`src/rtl/swc_pkg.sv`:
```
package swc_pkg;
  typedef enum logic [2:0] {
    ST_ACTIVE = 3'd0,
    ST_IDLE   = 3'd1,
    ST_ADCNR  = 3'd2,
    ST_PDOWN  = 3'd3,
    ST_STBY   = 3'd4,
    ST_WAKING = 3'd5
  } pwrState_t;

  // one-cycle requests from control to datapath
  typedef struct packed {
    logic adcKick;
    logic rstWake;
  } ctrlStrobe_t;

  // qualified wake levels from datapath to control
  typedef struct packed {
    logic irq;
    logic rst;
  } wakeQual_t;
endpackage

```
`src/rtl/swc_control.sv`:
```
module swc_control
  import swc_pkg::*;
#(
  parameter int WAKE_CYCLES = 6
) (
  input  logic        clk,
  input  logic        rstN,
  input  logic        sleepEn,
  input  logic [1:0]  modeSel,
  input  logic        xtalSel,
  input  logic        adcEnabled,
  input  logic        sleepStrobe,
  input  wakeQual_t   qual,
  output pwrState_t   state,
  output ctrlStrobe_t strobes
);
  localparam int CNT_W = $clog2(WAKE_CYCLES + 1);
  localparam logic [CNT_W-1:0] CNT_LOAD = CNT_W'(WAKE_CYCLES - 1);

  pwrState_t        nextState;
  logic [CNT_W-1:0] cnt, cntNext;
  logic             accept;

  assign accept = sleepStrobe && sleepEn && !(modeSel == 2'b11 && !xtalSel);

  always_comb begin
    nextState       = state;
    cntNext         = cnt;
    strobes.adcKick = 1'b0;
    strobes.rstWake = 1'b0;
    case (state)
      ST_ACTIVE: begin
        if (accept) begin
          nextState       = pwrState_t'({1'b0, modeSel} + 3'd1);
          strobes.adcKick = adcEnabled && !modeSel[1];
        end
      end
      ST_IDLE, ST_ADCNR, ST_PDOWN: begin
        if (qual.rst) begin
          nextState       = ST_ACTIVE;
          strobes.rstWake = 1'b1;
        end else if (qual.irq) begin
          nextState = ST_ACTIVE;
        end
      end
      ST_STBY: begin
        if (qual.rst) begin
          nextState       = ST_ACTIVE;
          strobes.rstWake = 1'b1;
        end else if (qual.irq) begin
          nextState = ST_WAKING;
          cntNext   = CNT_LOAD;
        end
      end
      ST_WAKING: begin
        if (qual.rst) begin
          nextState       = ST_ACTIVE;
          strobes.rstWake = 1'b1;
        end else if (cnt == '0) begin
          nextState = ST_ACTIVE;
        end else begin
          cntNext = cnt - 1'b1;
        end
      end
      default: nextState = ST_ACTIVE;
    endcase
  end

  always_ff @(posedge clk) begin
    if (!rstN) begin
      state <= ST_ACTIVE;
      cnt   <= '0;
    end else begin
      state <= nextState;
      cnt   <= cntNext;
    end
  end
endmodule

```
`src/rtl/swc_datapath.sv`:
```
module swc_datapath
  import swc_pkg::*;
#(
  parameter int NUM_RST_SRC = 3
) (
  input  logic                   clk,
  input  logic                   rstN,
  input  pwrState_t              state,
  input  ctrlStrobe_t            strobes,
  input  logic [NUM_RST_SRC-1:0] wakeRst,
  input  logic                   wakeAdcDone,
  input  logic                   wakeNvmReady,
  input  logic                   wakeExtLevel,
  input  logic                   wakePinChange,
  input  logic                   wakeOtherIrq,
  output wakeQual_t              qual,
  output logic                   cpuClkEn,
  output logic                   flashClkEn,
  output logic                   ioClkEn,
  output logic                   adcClkEn,
  output logic                   oscRun,
  output logic                   adcStart,
  output logic                   resetReq
);
  localparam int NUM_IRQ = 5;
  localparam int NUM_EN  = 5;

  logic [NUM_IRQ-1:0] irqVec, irqMask;
  logic [NUM_EN-1:0]  enVec;

  // bit order: other, adcDone, nvmReady, extLevel, pinChange
  assign irqVec = {wakeOtherIrq, wakeAdcDone, wakeNvmReady, wakeExtLevel, wakePinChange};

  always_comb begin
    case (state)
      ST_IDLE:           irqMask = 5'b11111;
      ST_ADCNR:          irqMask = 5'b01111;
      ST_PDOWN, ST_STBY: irqMask = 5'b00011;
      default:           irqMask = 5'b00000;
    endcase
  end

  assign qual.irq = |(irqVec & irqMask);
  assign qual.rst = |wakeRst;

  // bit order: cpu, flash, io, adc, osc
  always_comb begin
    case (state)
      ST_ACTIVE:            enVec = 5'b11111;
      ST_IDLE:              enVec = 5'b00111;
      ST_ADCNR:             enVec = 5'b00011;
      ST_PDOWN:             enVec = 5'b00000;
      ST_STBY, ST_WAKING:   enVec = 5'b00001;
      default:              enVec = 5'b11111;
    endcase
  end

  assign {cpuClkEn, flashClkEn, ioClkEn, adcClkEn, oscRun} = enVec;

  always_ff @(posedge clk) begin
    if (!rstN) begin
      adcStart <= 1'b0;
      resetReq <= 1'b0;
    end else begin
      adcStart <= strobes.adcKick;
      resetReq <= strobes.rstWake;
    end
  end
endmodule

```
`src/rtl/sleep_wake_ctrl.sv`:
```
module sleep_wake_ctrl
  import swc_pkg::*;
#(
  parameter int NUM_RST_SRC = 3,
  parameter int WAKE_CYCLES = 6
) (
  input  logic                   clk,
  input  logic                   rstN,
  input  logic                   sleepEn,
  input  logic [1:0]             modeSel,
  input  logic                   xtalSel,
  input  logic                   adcEnabled,
  input  logic                   sleepStrobe,
  input  logic [NUM_RST_SRC-1:0] wakeRst,
  input  logic                   wakeAdcDone,
  input  logic                   wakeNvmReady,
  input  logic                   wakeExtLevel,
  input  logic                   wakePinChange,
  input  logic                   wakeOtherIrq,
  output logic                   cpuClkEn,
  output logic                   flashClkEn,
  output logic                   ioClkEn,
  output logic                   adcClkEn,
  output logic                   oscRun,
  output logic                   adcStart,
  output logic                   resetReq,
  output logic [2:0]             stateCode
);
  pwrState_t   state;
  ctrlStrobe_t strobes;
  wakeQual_t   qual;

  swc_control #(.WAKE_CYCLES(WAKE_CYCLES)) ctrlInst (
    .clk(clk), .rstN(rstN), .sleepEn(sleepEn), .modeSel(modeSel),
    .xtalSel(xtalSel), .adcEnabled(adcEnabled), .sleepStrobe(sleepStrobe),
    .qual(qual), .state(state), .strobes(strobes)
  );

  swc_datapath #(.NUM_RST_SRC(NUM_RST_SRC)) dpInst (
    .clk(clk), .rstN(rstN), .state(state), .strobes(strobes),
    .wakeRst(wakeRst), .wakeAdcDone(wakeAdcDone), .wakeNvmReady(wakeNvmReady),
    .wakeExtLevel(wakeExtLevel), .wakePinChange(wakePinChange),
    .wakeOtherIrq(wakeOtherIrq), .qual(qual),
    .cpuClkEn(cpuClkEn), .flashClkEn(flashClkEn), .ioClkEn(ioClkEn),
    .adcClkEn(adcClkEn), .oscRun(oscRun), .adcStart(adcStart), .resetReq(resetReq)
  );

  assign stateCode = state;
endmodule

```
`config.mk`:
```
export PLATFORM = sky130hd
export DESIGN_NAME = sleep_wake_ctrl
export DESIGN_NICKNAME = d
export VERILOG_FILES = /design/src/rtl/swc_pkg.sv /design/src/rtl/swc_control.sv /design/src/rtl/swc_datapath.sv /design/src/rtl/sleep_wake_ctrl.sv
export SDC_FILE = /design/constraint.sdc
export NUM_CORES = 1
export LEC_CHECK = 0
export ABC_AREA = 1
export BUFFER_PORTS_ARGS = -buffer_cell sky130_fd_sc_hd__buf_2
export CORE_AREA = 3 3 40 42
export DETAILED_ROUTE_END_ITERATION = 16
export DIE_AREA = 0 0 43 45
export PLACE_DENSITY = 0.76
export SLEW_MARGIN = 20
export SYNTH_ARGS = -nofsm -noshare
export SYNTH_HDL_FRONTEND = slang
export SYNTH_SLANG_ARGS = --single-unit
```
`constraint.sdc`:
```
create_clock -name clk -period 3.4 [get_ports clk]
set_input_delay 0.85 -clock clk [delete_from_list [all_inputs] [get_ports clk]]
set_output_delay 0.85 -clock clk [all_outputs]
set_load 0.02 [all_outputs]
```
# Yosys cells after proc, flatten, opt, wreduce, memory -nomap -nowiden
# Cells that the tools add are included.
[word_totals]
word_cells = 56
in_bits = 16
regBits = 8
out_inout_bits = 10
[op_classes]
eq_ne = 14
n_reduce_logical = 20
n_bitwise = 1
addsub = 2
muxes = 15
[op_table]
columns = ["cell", "n"]
rows = [
  ["3-bit two-way mux", 10],
  ["5-bit one-hot mux with 4 select lines", 1],
  ["5-bit one-hot mux with 3 select lines", 1],
  ["3-bit one-hot mux with 4 select lines", 1],
  ["5-bit OR reduction", 2],
  ["3-bit by 1-bit != test with 1-bit output, second input constant", 3],
  ["3-bit by 2-bit equality test with 1-bit output, second input constant", 2],
  ["3-bit equality test, second input constant", 2],
  ["3-bit logical NOT", 2],
  ["2-bit != test, second input constant", 3],
  ["3-bit one-hot mux with 2 select lines", 1],
  ["3-bit OR reduction", 2],
  ["5-bit bitwise AND", 1],
  ["5-bit AND reduction", 1],
  ["1-bit logical AND", 4],
  ["2-bit by 1-bit != test with 1-bit output, second input constant", 2],
  ["4-bit AND reduction", 1],
  ["2-bit OR reduction", 2],
  ["2-bit by 1-bit adder with 3-bit output, second input constant", 1],
  ["3-bit by 1-bit equality test with 1-bit output, second input constant", 1],
  ["1-bit logical NOT", 3],
  ["3-bit AND reduction", 1],
  ["3-bit by 1-bit subtractor with 3-bit output, second input constant", 1],
  ["2-bit equality test, second input constant", 1],
  ["3 further kinds", 3],
]

# Logic depth before layout (Yosys ltp)
[depth]
depth_word = 8
ltp_mapped = 10
ltp_nobuf = 10

# By module
# Synthesis repeated with hierarchy kept, for this count alone.
[hier_totals]
hier_cells = 108
area_unflattened_um2 = 631.9
[by_module_without_submodules]
columns = ["mod", "area_each_um2", "n_inst", "cells_each"]
rows = [
  ["swc_control", 442.9, 1, 76],
  ["swc_datapath", 188.9, 1, 32],
]

# Worst setup path after synthesis
# Ideal clock, no wire load.
[synth_path]
path_type = "reg2out"
from = "register ctrlInst.state[2]"
to = "output flashClkEn"
arrival_time_ps = 1567
path_slack_ps = 983
n_path_buf = 1
required_time_ps = 2550
path_stages_with_launch = 6
cell_sequence = "dfxtp_1 -> inv_2 -> nand3_1 -> nand3_1 -> nor2_1 -> buf_4"
[synth_via]
elab_chain_cells = 3
elab_cells_between_ends = 7
classes_between = "5 x eq/ne; 1 x mux; 1 x reduce/logical"
[synth_rtl]
columns = ["item", "line_no", "source"]
rows = [
  ["from (decl)", "swc_control.sv:14", "output pwrState_t state,"],
  ["from (signal assigned)", "swc_control.sv:74", "state <= nextState;"],
  ["3-bit equality test", "swc_datapath.sv:48", "case (state)"],
  ["2-bit OR reduction", "swc_datapath.sv:48", ""],
  ["5-bit one-hot mux with 4 select lines (*)", "swc_datapath.sv:48", ""],
  ["to (decl)", "sleep_wake_ctrl.sv:21", "output logic flashClkEn,"],
]
# Mark *: on every way between the ends. The rest lies on a longest branch, timed or not.

# Worst setup path after layout
[layout_path]
from = "register ctrlInst.state[2]"
to = "output cpuClkEn"
[layout_via]
elab_chain_cells = 3
elab_cells_between_ends = 7
classes_between = "5 x eq/ne; 1 x mux; 1 x reduce/logical"
[layout_rtl]
columns = ["item", "line_no", "source"]
rows = [
  ["3-bit equality test", "swc_datapath.sv:48", ""],
  ["2-bit OR reduction", "swc_datapath.sv:48", ""],
  ["5-bit one-hot mux with 4 select lines (*)", "swc_datapath.sv:48", ""],
  ["to (decl)", "sleep_wake_ctrl.sv:20", "output logic cpuClkEn,"],
]
# Marks and branches as above.

==> flow_summary.toml <==
[layout]
design_area_um2 = 721
multi_input_area_um2 = 342
stdcell_count = 131
regArea_um2 = 160
layout_commonest_cell = "buf_2"
syn_to_final_growth_pct = 27.4
nNetsFinal = 137
diodes = 0
final_cell_mix = "buf_2, nor2_1, nand2_1, inv_1, nand3_1"
drive_above_1_share_pct = 31.0
fin_util_pct = 56.1
fillCellCount = 143

[min_path]
hp-class = "reg -> reg"
min_path_cells = 2
hp-start = "ctrlInst.cnt[1]"

[timing]
max_slew_margin_pct = 72.3
worstMarginPinSlew_ns = 0.416
slew_viol_final = 0
fin_worst_skew_ns = 0.00268
hold_violations = 0
clock.fmax_mhz = 449
min_period_ns = 2.23
rsz0062_at_grt = "false"
setup_viol = 0
final.setup.tns_ns = 0
min_period_over_period_pct = 65.5

[logic_synthesis]
ys_seq_elements = 8
yosysTopAreaCell = "dfxtp_1"
synth_warnings = 0
synthDistinctLibCells = 20
ys_seq_area_share_pct = 28.3
synth_area_leaders = "dfxtp_1, nor2_1, nand2_1"
synth_top_area_share_pct = 28.3
syn_nets = 109
synth_area_per_cell_um2 = 6.28
synthCells = 90
syn_area_um2 = 566

[critical_path]
worstSetupEndpointType = "primary output"
r2r_end = "ctrlInst.state[0]"
cpMostUsedCell = "nand3_1"
cp-startpoint = "ctrlInst.state[2]"
crit_fanout = 7
critPathMaxStageDelay_ns = 0.44
crit_chain = "inv_2 > nand3_1 > nand3_1 > nor2_1 > buf_2"
critPathKind = "reg -> out"
timing.rr.start = "ctrlInst.cnt[0]"
cp.arrival_ns = 1.38
critPathLaunchType = "flop"
required_ns = 2.55
slowest_stage = "dfxtp_1"
worstRegToRegCells = 9
endpoint = "cpuClkEn"
reg2reg_slack_ns = 1.93

[flow_run]
drv_cap = 0

[power]
power.leakage_uw = 0.000380
power_uw = 555
ir_drop_mv = 0.341
power.density_nw_per_um2 = 771

[floorplanning]
die_w_um = 43
dieHeight_um = 45
start_util_pct = 44.0
core_um2 = 1280
ios = 26
rows = 13
die-area_um2 = 1940

[clock_tree]
cts_tree = "done"
cts_resized = 0
clock_latency_ns = 0.25
clockRootBuffer = "clkbuf_4"
cts_hold_buf = 0
cts_made_buffers = 3
postCtsSetupRepairBufs = 0
h-tree-depth = 1
cts_buffer_depth = 2
clk_pin_slew_ns = 0.05
cts_sinks = 8

[detailed_routing]
via_per_inst = 4.77
ant_nets = 0
firstDrtPassIters = 4
initialDrtViolationCount = 13
vias = 625
drt_wl_total_um = 1210
avgRoutedWirePerCell_um = 9.23
drc = 0

[outcome]
status = "finished clean"

[global_routing]
grt_max_degree = 9
grt_util_all_layers_pct = 13.3
gr-total-overflow = 0
grt_pass1_vias = 490
grt_antenna_before_repair = 0
grt_pass1_wl_um = 1970

[place]
place.gp.congestion = 0.798
dp.cells = 128
placed_cell_area_um2 = 698
dpl.hpwl_um = 995
io_buffers = 25
flip-flops by register name, summed over array words and instances, names as in the netlist:
name	flops
ctrlInst.state	3
dpInst.resetReq	1
dpInst.adcStart	1
ctrlInst.cnt	3
synth_stat cells:
| library cell | instances |
|---|---|
| nor2_1 | 20 |
| nand2_1 | 15 |
| inv_1 | 11 |
| nand3_1 | 10 |
| dfxtp_1 | 8 |
| a21oi_1 | 6 |
| ha_1 | 3 |
| inv_2 | 3 |
| nand3_2 | 2 |
| or2_1 | 2 |
| a21oi_2 | 1 |
| buf_4 | 1 |
| clkbuf_1 | 1 |
| nand2_2 | 1 |
| nor3_1 | 1 |
| nor3_2 | 1 |
| nor4b_1 | 1 |
| o211ai_1 | 1 |
| o21ai_1 | 1 |
| xor2_1 | 1 |
where the power goes:
group	leakage, uW	internal [uW]	total, uW	switching, uW
sequential	0.0000653	114	139	25.0
combinational	0.000301	116	345	229
clock	0.0000138	40.3	71.6	31.2
total	0.000380	270	555	285
through the flow:
step                      setup WS [ns]  hold WS (ns)
after detailed placement           1.37         0.478
after global routing               1.00         0.503
after CTS                          1.16         0.485
after floorplan                   0.983         0.453
after global placement             1.41         0.465
final                              1.17         0.478
cell families after synthesis:
family,share of synthesized area (%)
and+or+nand+nor,43.1
buffers and inverters,11.3
AOI/OAI and AO/OA,9.07
DFF,28.3
adders and majority gates,6.64
xor gates and xnor gates,1.55
layout make-up:
cell class	instances	share of cell area, %
inverters	14	7.29
clock buffers	3	3.13
flip-flops and latches	8	22.2
well taps	15	2.60
multi-input cells	66	47.4
repair buffers	25	17.4
worst min path at each step:
stage	end
5_1_grt	ctrlInst.cnt[1]
3_5_place_dp	ctrlInst.cnt[1]
4_1_cts	ctrlInst.cnt[1]
6_report	ctrlInst.cnt[1]
3_3_place_gp	ctrlInst.cnt[1]
2_1_floorplan	ctrlInst.cnt[1]
metal layers:
layer	part of all wire, %	global-route usage, %	routed length, um
met1	45	16.7	546
met2	43	21.0	520
met3	11	3.19	129
met4	0.99	7.23	12
met5	0	0	0
worst max-delay path, delay by kind of cell, from the launching register on:
family                 cells  cell delay (ns)
flip-flops                 1             0.44
buffers and inverters      2             0.27
AND/OR/NAND/NOR            3             0.42
Power figures use the tool's default switching activity.
